--- src/rtl/hp_regs_pkg.sv ---
// Shared encodings for the hot-plug event register block.
// Assumes the event words are two bytes wide, so byte offsets fit two bits.
package hp_regs_pkg;

    // Byte offsets of the event register window.
    typedef enum logic [1:0] {
        EV_STS_LO = 2'd0,
        EV_STS_HI = 2'd1,
        EV_EN_LO  = 2'd2,
        EV_EN_HI  = 2'd3
    } ev_off_e;

    // Bitmap selection for the slot map window.
    typedef enum logic {
        MAP_UP   = 1'b0,
        MAP_DOWN = 1'b1
    } map_sel_e;

    localparam int BYTE_W = 8;

endpackage

--- src/rtl/ev_word_bank.sv ---
// Event status and enable words with byte-lane access.
// Status bits are only set by the hot-plug event and cleared by writing ones;
// enable bytes are plain replace-on-write. A pending event drops any write in
// the same cycle. Assumes status occupies offsets 0..BYTES-1 and enable
// occupies BYTES..2*BYTES-1, and that 2*BYTES is a power of two.
module ev_word_bank #(
    parameter int BYTES  = 2,
    parameter int HP_BIT = 1,
    localparam int WORD_W = 8 * BYTES,
    localparam int AW     = $clog2(2 * BYTES)
) (
    input  logic              clk,
    input  logic              rst_n,
    input  logic              we,
    input  logic [AW-1:0]     addr,
    input  logic [7:0]        wdata,
    input  logic              set_hp,
    output logic [WORD_W-1:0] sts,
    output logic [WORD_W-1:0] en,
    output logic [7:0]        rdata
);

    localparam logic [WORD_W-1:0] HP_MASK = WORD_W'(1) << HP_BIT;

    logic [2*WORD_W-1:0] window;

    for (genvar b = 0; b < BYTES; b++) begin : g_lane
        localparam logic [AW-1:0] STS_OFF = AW'(b);
        localparam logic [AW-1:0] EN_OFF  = AW'(BYTES + b);

        // Status lane: event sets the hot-plug bit, a write clears ones.
        always_ff @(posedge clk) begin
            if (!rst_n) begin
                sts[8*b +: 8] <= '0;
            end else if (set_hp) begin
                sts[8*b +: 8] <= sts[8*b +: 8] | HP_MASK[8*b +: 8];
            end else if (we && addr == STS_OFF) begin
                sts[8*b +: 8] <= sts[8*b +: 8] & ~wdata;
            end
        end

        // Enable lane: a write replaces the addressed byte.
        always_ff @(posedge clk) begin
            if (!rst_n) begin
                en[8*b +: 8] <= '0;
            end else if (!set_hp && we && addr == EN_OFF) begin
                en[8*b +: 8] <= wdata;
            end
        end
    end

    // Read mux over the byte window, enable above status.
    always_comb begin
        window = {en, sts};
        rdata  = window[8*addr +: 8];
    end

endmodule

--- src/rtl/slot_bitmaps.sv ---
// Up and down slot bitmaps. A hot-plug event clears both and marks its slot
// in the map chosen by the insert flag; otherwise the bus may write either
// map. Assumes SLOTS <= DW; unused high read bits return zero.
module slot_bitmaps #(
    parameter int SLOTS = 32,
    parameter int DW    = 32,
    localparam int SW   = $clog2(SLOTS)
) (
    input  logic             clk,
    input  logic             rst_n,
    input  logic             we,
    input  logic             sel,
    input  logic [DW-1:0]    wdata,
    input  logic             ev_valid,
    input  logic [SW-1:0]    ev_slot,
    input  logic             ev_insert,
    output logic [SLOTS-1:0] up_map,
    output logic [SLOTS-1:0] down_map,
    output logic [DW-1:0]    rdata
);

    import hp_regs_pkg::*;

    logic [SLOTS-1:0] slot_bit;

    // One-hot mask for the event slot.
    always_comb begin
        slot_bit = SLOTS'(1) << ev_slot;
    end

    // Bitmap update: event first, bus write otherwise.
    always_ff @(posedge clk) begin
        if (!rst_n) begin
            up_map   <= '0;
            down_map <= '0;
        end else if (ev_valid) begin
            up_map   <= ev_insert ? slot_bit : '0;
            down_map <= ev_insert ? '0 : slot_bit;
        end else if (we) begin
            if (sel == MAP_DOWN) down_map <= wdata[SLOTS-1:0];
            else                 up_map   <= wdata[SLOTS-1:0];
        end
    end

    // Read the selected map, zero-extended to the bus width.
    always_comb begin
        rdata = (sel == MAP_DOWN) ? DW'(down_map) : DW'(up_map);
    end

endmodule

--- src/rtl/eject_picker.sv ---
// Eject port: converts a written mask into the index of its lowest set bit
// and presents it for one cycle. A zero mask yields no request.
module eject_picker #(
    parameter int DW = 32,
    localparam int IW = $clog2(DW)
) (
    input  logic          clk,
    input  logic          rst_n,
    input  logic          we,
    input  logic [DW-1:0] wdata,
    output logic          valid,
    output logic [IW-1:0] slot
);

    logic [IW-1:0] low_idx;

    // Priority search from the top so the lowest set bit wins.
    always_comb begin
        low_idx = '0;
        for (int i = DW - 1; i >= 0; i--) begin
            if (wdata[i]) low_idx = IW'(i);
        end
    end

    // Register the request for one cycle.
    always_ff @(posedge clk) begin
        if (!rst_n) begin
            valid <= 1'b0;
            slot  <= '0;
        end else begin
            valid <= we && (wdata != '0);
            if (we && wdata != '0) slot <= low_idx;
        end
    end

endmodule

--- src/rtl/hp_event_regs.sv ---
// Hot-plug event register block: event status/enable bytes, slot bitmaps,
// eject port and the event interrupt pulse. The hot-plug input has priority
// over same-cycle writes to the event words and bitmaps; the eject port is
// independent. Assumes a single-cycle hp_valid strobe per event.
module hp_event_regs #(
    parameter int NUM_SLOTS = 32,
    parameter int DATA_W    = 32,
    parameter int EV_BYTES  = 2,
    parameter int HP_BIT    = 1,
    localparam int SLOT_W   = $clog2(NUM_SLOTS),
    localparam int EJ_W     = $clog2(DATA_W),
    localparam int EV_AW    = $clog2(2 * EV_BYTES),
    localparam int EV_W     = 8 * EV_BYTES
) (
    input  logic              clk,
    input  logic              rst_n,
    input  logic              gpe_we,
    input  logic [EV_AW-1:0]  gpe_addr,
    input  logic [7:0]        gpe_wdata,
    output logic [7:0]        gpe_rdata,
    input  logic              map_we,
    input  logic              map_sel,
    input  logic [DATA_W-1:0] map_wdata,
    output logic [DATA_W-1:0] map_rdata,
    input  logic              ej_we,
    input  logic [DATA_W-1:0] ej_wdata,
    output logic [DATA_W-1:0] ej_rdata,
    input  logic              hp_valid,
    input  logic [SLOT_W-1:0] hp_slot,
    input  logic              hp_insert,
    output logic              sci,
    output logic              eject_valid,
    output logic [EJ_W-1:0]   eject_slot
);

    logic [EV_W-1:0]      ev_sts;
    logic [EV_W-1:0]      ev_en;
    logic [NUM_SLOTS-1:0] up_map;
    logic [NUM_SLOTS-1:0] down_map;

    ev_word_bank #(
        .BYTES  (EV_BYTES),
        .HP_BIT (HP_BIT)
    ) u_ev (
        .clk    (clk),
        .rst_n  (rst_n),
        .we     (gpe_we),
        .addr   (gpe_addr),
        .wdata  (gpe_wdata),
        .set_hp (hp_valid),
        .sts    (ev_sts),
        .en     (ev_en),
        .rdata  (gpe_rdata)
    );

    slot_bitmaps #(
        .SLOTS (NUM_SLOTS),
        .DW    (DATA_W)
    ) u_maps (
        .clk       (clk),
        .rst_n     (rst_n),
        .we        (map_we),
        .sel       (map_sel),
        .wdata     (map_wdata),
        .ev_valid  (hp_valid),
        .ev_slot   (hp_slot),
        .ev_insert (hp_insert),
        .up_map    (up_map),
        .down_map  (down_map),
        .rdata     (map_rdata)
    );

    eject_picker #(
        .DW (DATA_W)
    ) u_ej (
        .clk   (clk),
        .rst_n (rst_n),
        .we    (ej_we),
        .wdata (ej_wdata),
        .valid (eject_valid),
        .slot  (eject_slot)
    );

    // Eject port has no readable state.
    assign ej_rdata = '0;

    // Interrupt pulse: one cycle after an event whose enable bit is on.
    always_ff @(posedge clk) begin
        if (!rst_n) sci <= 1'b0;
        else        sci <= hp_valid && ev_en[HP_BIT];
    end

endmodule

--- config.mk ---
export PLATFORM = sky130hd
export DESIGN_NAME = hp_event_regs
export DESIGN_NICKNAME = d
export VERILOG_FILES = /design/src/rtl/hp_regs_pkg.sv /design/src/rtl/ev_word_bank.sv /design/src/rtl/slot_bitmaps.sv /design/src/rtl/eject_picker.sv /design/src/rtl/hp_event_regs.sv
export SDC_FILE = /design/constraint.sdc
export NUM_CORES = 1
export LEC_CHECK = 0
export BUFFER_PORTS_ARGS = -buffer_cell sky130_fd_sc_hd__buf_2
export CORE_ASPECT_RATIO = 1.75
export CORE_UTILIZATION = 50
export CTS_CLUSTER_DIAMETER = 40
export CTS_CLUSTER_SIZE = 14
export DETAILED_ROUTE_END_ITERATION = 7
export PLACE_DENSITY = 0.78
export SLEW_MARGIN = 20
export SYNTH_ARGS = -nofsm -noshare
export SYNTH_HDL_FRONTEND = slang
export SYNTH_SLANG_ARGS = --single-unit
export TNS_END_PERCENT = 100
--- constraint.sdc ---
create_clock -name clk -period 1.3 [get_ports clk]
set_input_delay 0.065 -clock clk [delete_from_list [all_inputs] [get_ports clk]]
set_output_delay 0.065 -clock clk [all_outputs]
set_load 0.01 [all_outputs]
==> impl_metrics.yaml <==
final_layout:
  syn2layout_area_growth_pct: 24.1
  drive_above_1_share_pct: 28.6
  stdcell_count: 984
  fillers: 975
  nNetsFinal: 936
  antenna_cells: 0
power:
  switching_share_pct: 28.0
  combPwrFrac_pct: 17.3
  power_switching_uw: 2110
  power_frac_clock_pct: 37.8
  leakagePower_uw: 0.00293
  intPower_uw: 5420
  power_density_mw_per_mm2: 1100
  p_seq_share_pct: 45.0
  ir_worst_vdd_v: 0.000960
timing:
  period_minus_slack_ns: 1.37
  setup_slack_ns: -0.0686
  report.final.setup_viol: 8
  fin_crit_sh_pct: 105
  rsz0062_at_grt: "yes"
  hold_violations: 0
  fmax_mhz: 731
  tns_ns: -0.363
  drv_slew: 0
  finalClockSkew_ns: 0.000743
status:
  status: "complete, but fails checks"
  violations: "negative setup slack"
cts:
  clk_pin_slew_ns: 0.07
  clk_latency_ns: 0.34
  ctsRootBufferMaster: "clkbuf_16"
  cts_made_buffers: 9
  cts_tree: "built"
  clockBufferDepth: 2
  htreeDepth: 3
  cts_num_sinks: 103
setup_path:
  startpoint: "u_ev.en[11]"
  crit_path_end_kind: "output pin"
  path_class: "reg -> out"
  arrival_ns: 1.30
  critPathMaxFanout: 2
  worstSetupStartpointType: "flop"
  r2r-start: "u_maps.down_map[2]"
  required_ns: 1.24
placement:
  dp_hpwl_um: 10800
  dp_cells: 960
  port_buffers: 133
  gp_congestion: 0.939
synth:
  synth-edff-count: 0
  syn-instance-count: 702
  ys_seq_area_share_pct: 37.5
  synth_top_area_share_pct: 37.5
  yosysWarningCount: 0
  ys.flop_type: "dfxtp_1"
  mappedNetlistArea_mm2: 0.00551
  async_reset_ff_share_pct: 0
  yosysUniqueCellTypes: 46
  ys_ff_latch: 103
  yosys.area.top_type: "dfxtp_1"
  synth.area.top_cells: "dfxtp_1 37%, o21ai_0 12%, nor2_1 9.7%"
  syn_area_per_cell_um2: 7.84
routing:
  totalWireLength_um: 14800
  vias: 5294
  postRouteAntennaNets: 0
  drc: 0
  viasPerCell: 5.38
  drt-wirelength-per-cell_um: 15.0
  first_pass_iters: 4
  drt_iter0_drc: 178
hold_path:
  min_from: "ej_we"
  hold_class: "in -> reg"
flow_run:
  maxCapViolCount: 0
global_route:
  grt_max_degree: 68
  grt_pass1_vias: 5157
  grt_first_pass_wirelength_um: 23000
  grt-ovfl-total: 0
  grt_usage_pct: 26.0
  antenna_found_initial: 0
floorplanning:
  dieHeight_um: 141
  coreArea_mm2: 0.0107
  ios: 166
  die_x_um: 81.3
  row_count: 50
  start_util_pct: 51.5
  dieArea_mm2: 0.0115
## power groups by stage
| stage | registers [µW] | logic, µW | clock network [µW] |
|---|---|---|---|
| 3_3_place_gp | 3450 | 1250 | 0 |
| 2_1_floorplan | 3440 | 810 | 0 |
| 6_report | 3390 | 1300 | 2850 |
| 3_5_place_dp | 3460 | 1260 | 0 |
| 4_1_cts | 3390 | 1290 | 2900 |
| 5_1_grt | 3410 | 1440 | 3040 |
## state kept, by name, indices dropped and copies added (netlist names)
register / flops
u_ej.slot: 5
u_ej.valid: 1
u_ev.en: 16
u_maps.up_map: 32
sci: 1
u_ev.sts: 16
u_maps.down_map: 32
## placed cells by master (no fill, tap or decap), drive strengths merged, types with 3 or more instances in the layout
master and instances:
nand4 3, nor2b 17, nand2 48, dfxtp 103
a21boi 9, mux2i 8, nor4 10, mux4 8
clkbuf 9, nand2b 34, a21oi 23, mux2 32
nor2 143, inv 11, nand3 11, nor3 4
buf 169, o21ai 138, nand3b 4, conb 32
dlygate4sd3 8
## synthesized netlist by cell type (11+ instances only)
master and instances:
o21ai_0 135, buf_4 32, mux2_2 32, buf_2 15, nor2b_1 17, nor2_1 142
nand2_1 48, nand2b_1 34, nand3_1 11, a21oi_1 23, clkbuf_1 25, dfxtp_1 103
## metal layers
metal  GRT usage, %  up-vias  wire length (µm)
met1           26.8     2432              5550
li1               -     2640                 -
met2           46.7      174              7890
met5              0        -                 0
met4           16.8        0               725
met3           4.21       48               629
## worst max-delay path: stages, from the launching register on
cell and delay (ns):
dfxtp_1 0.32, mux4_2 0.50, buf_6 0.14
## stage by stage
stage	power (µW)	util, %	instance area (µm²)	hold slack (ns)	setup slack (ns)
finish	7530	63.9	6830	0.0257	-0.0686
global route	7880	63.9	6830	0.0594	-0.0892
CTS	7580	63.3	6780	0.0170	-0.0607
detailed placement	4720	59.6	6380	0.286	-0.0830
global placement	4710	59.6	6380	0.287	-0.0443
floorplan	4250	-	5620	0.152	0.186
## layout make-up
class,instances,area [µm²],area share (%)
inverters,8,30.0,0.440
multi-input cells,550,3130,45.8
flip-flops and latches,103,2070,30.3
clock inverters,7,90.1,1.32
repair buffers,177,1130,16.5
well taps,130,163,2.38
clock buffers,9,225,3.30
## path summary, 6_finish.rpt
check	slack (ns)	depth (start not counted)	end
worst min-delay path	0.03	3	u_ej.slot[4]
worst max-delay path	-0.07	2	gpe_rdata[3]
worst max register to register	0.63	2	u_maps.down_map[2]
worst min register to register	0.43	2	u_ev.sts[2]
## logic make-up (layout without fill, tap and decap cells)
| logic type | count (synthesis) | count (layout) | share of synthesized area, % |
|---|---|---|---|
| flops | 103 | 103 | 37.5 |
| simple gates | 282 | 282 | 24.6 |
| buf+inv | 80 | 201 | 7.98 |
| other cells | 1 | 32 | 0.0681 |
| compound gates | 188 | 188 | 18.6 |
| mux | 48 | 48 | 11.3 |
## repair_timing
item | in CTS | in global routing
buffers inserted | 0 | 0
hold endpoints to repair | 21 | 0
cloned | 0 | 0
resized for setup | 0 | 12
hold buffers | 8 | 0
setup endpoints to repair | 8 | 8
Power figures use the tool's default switching activity.
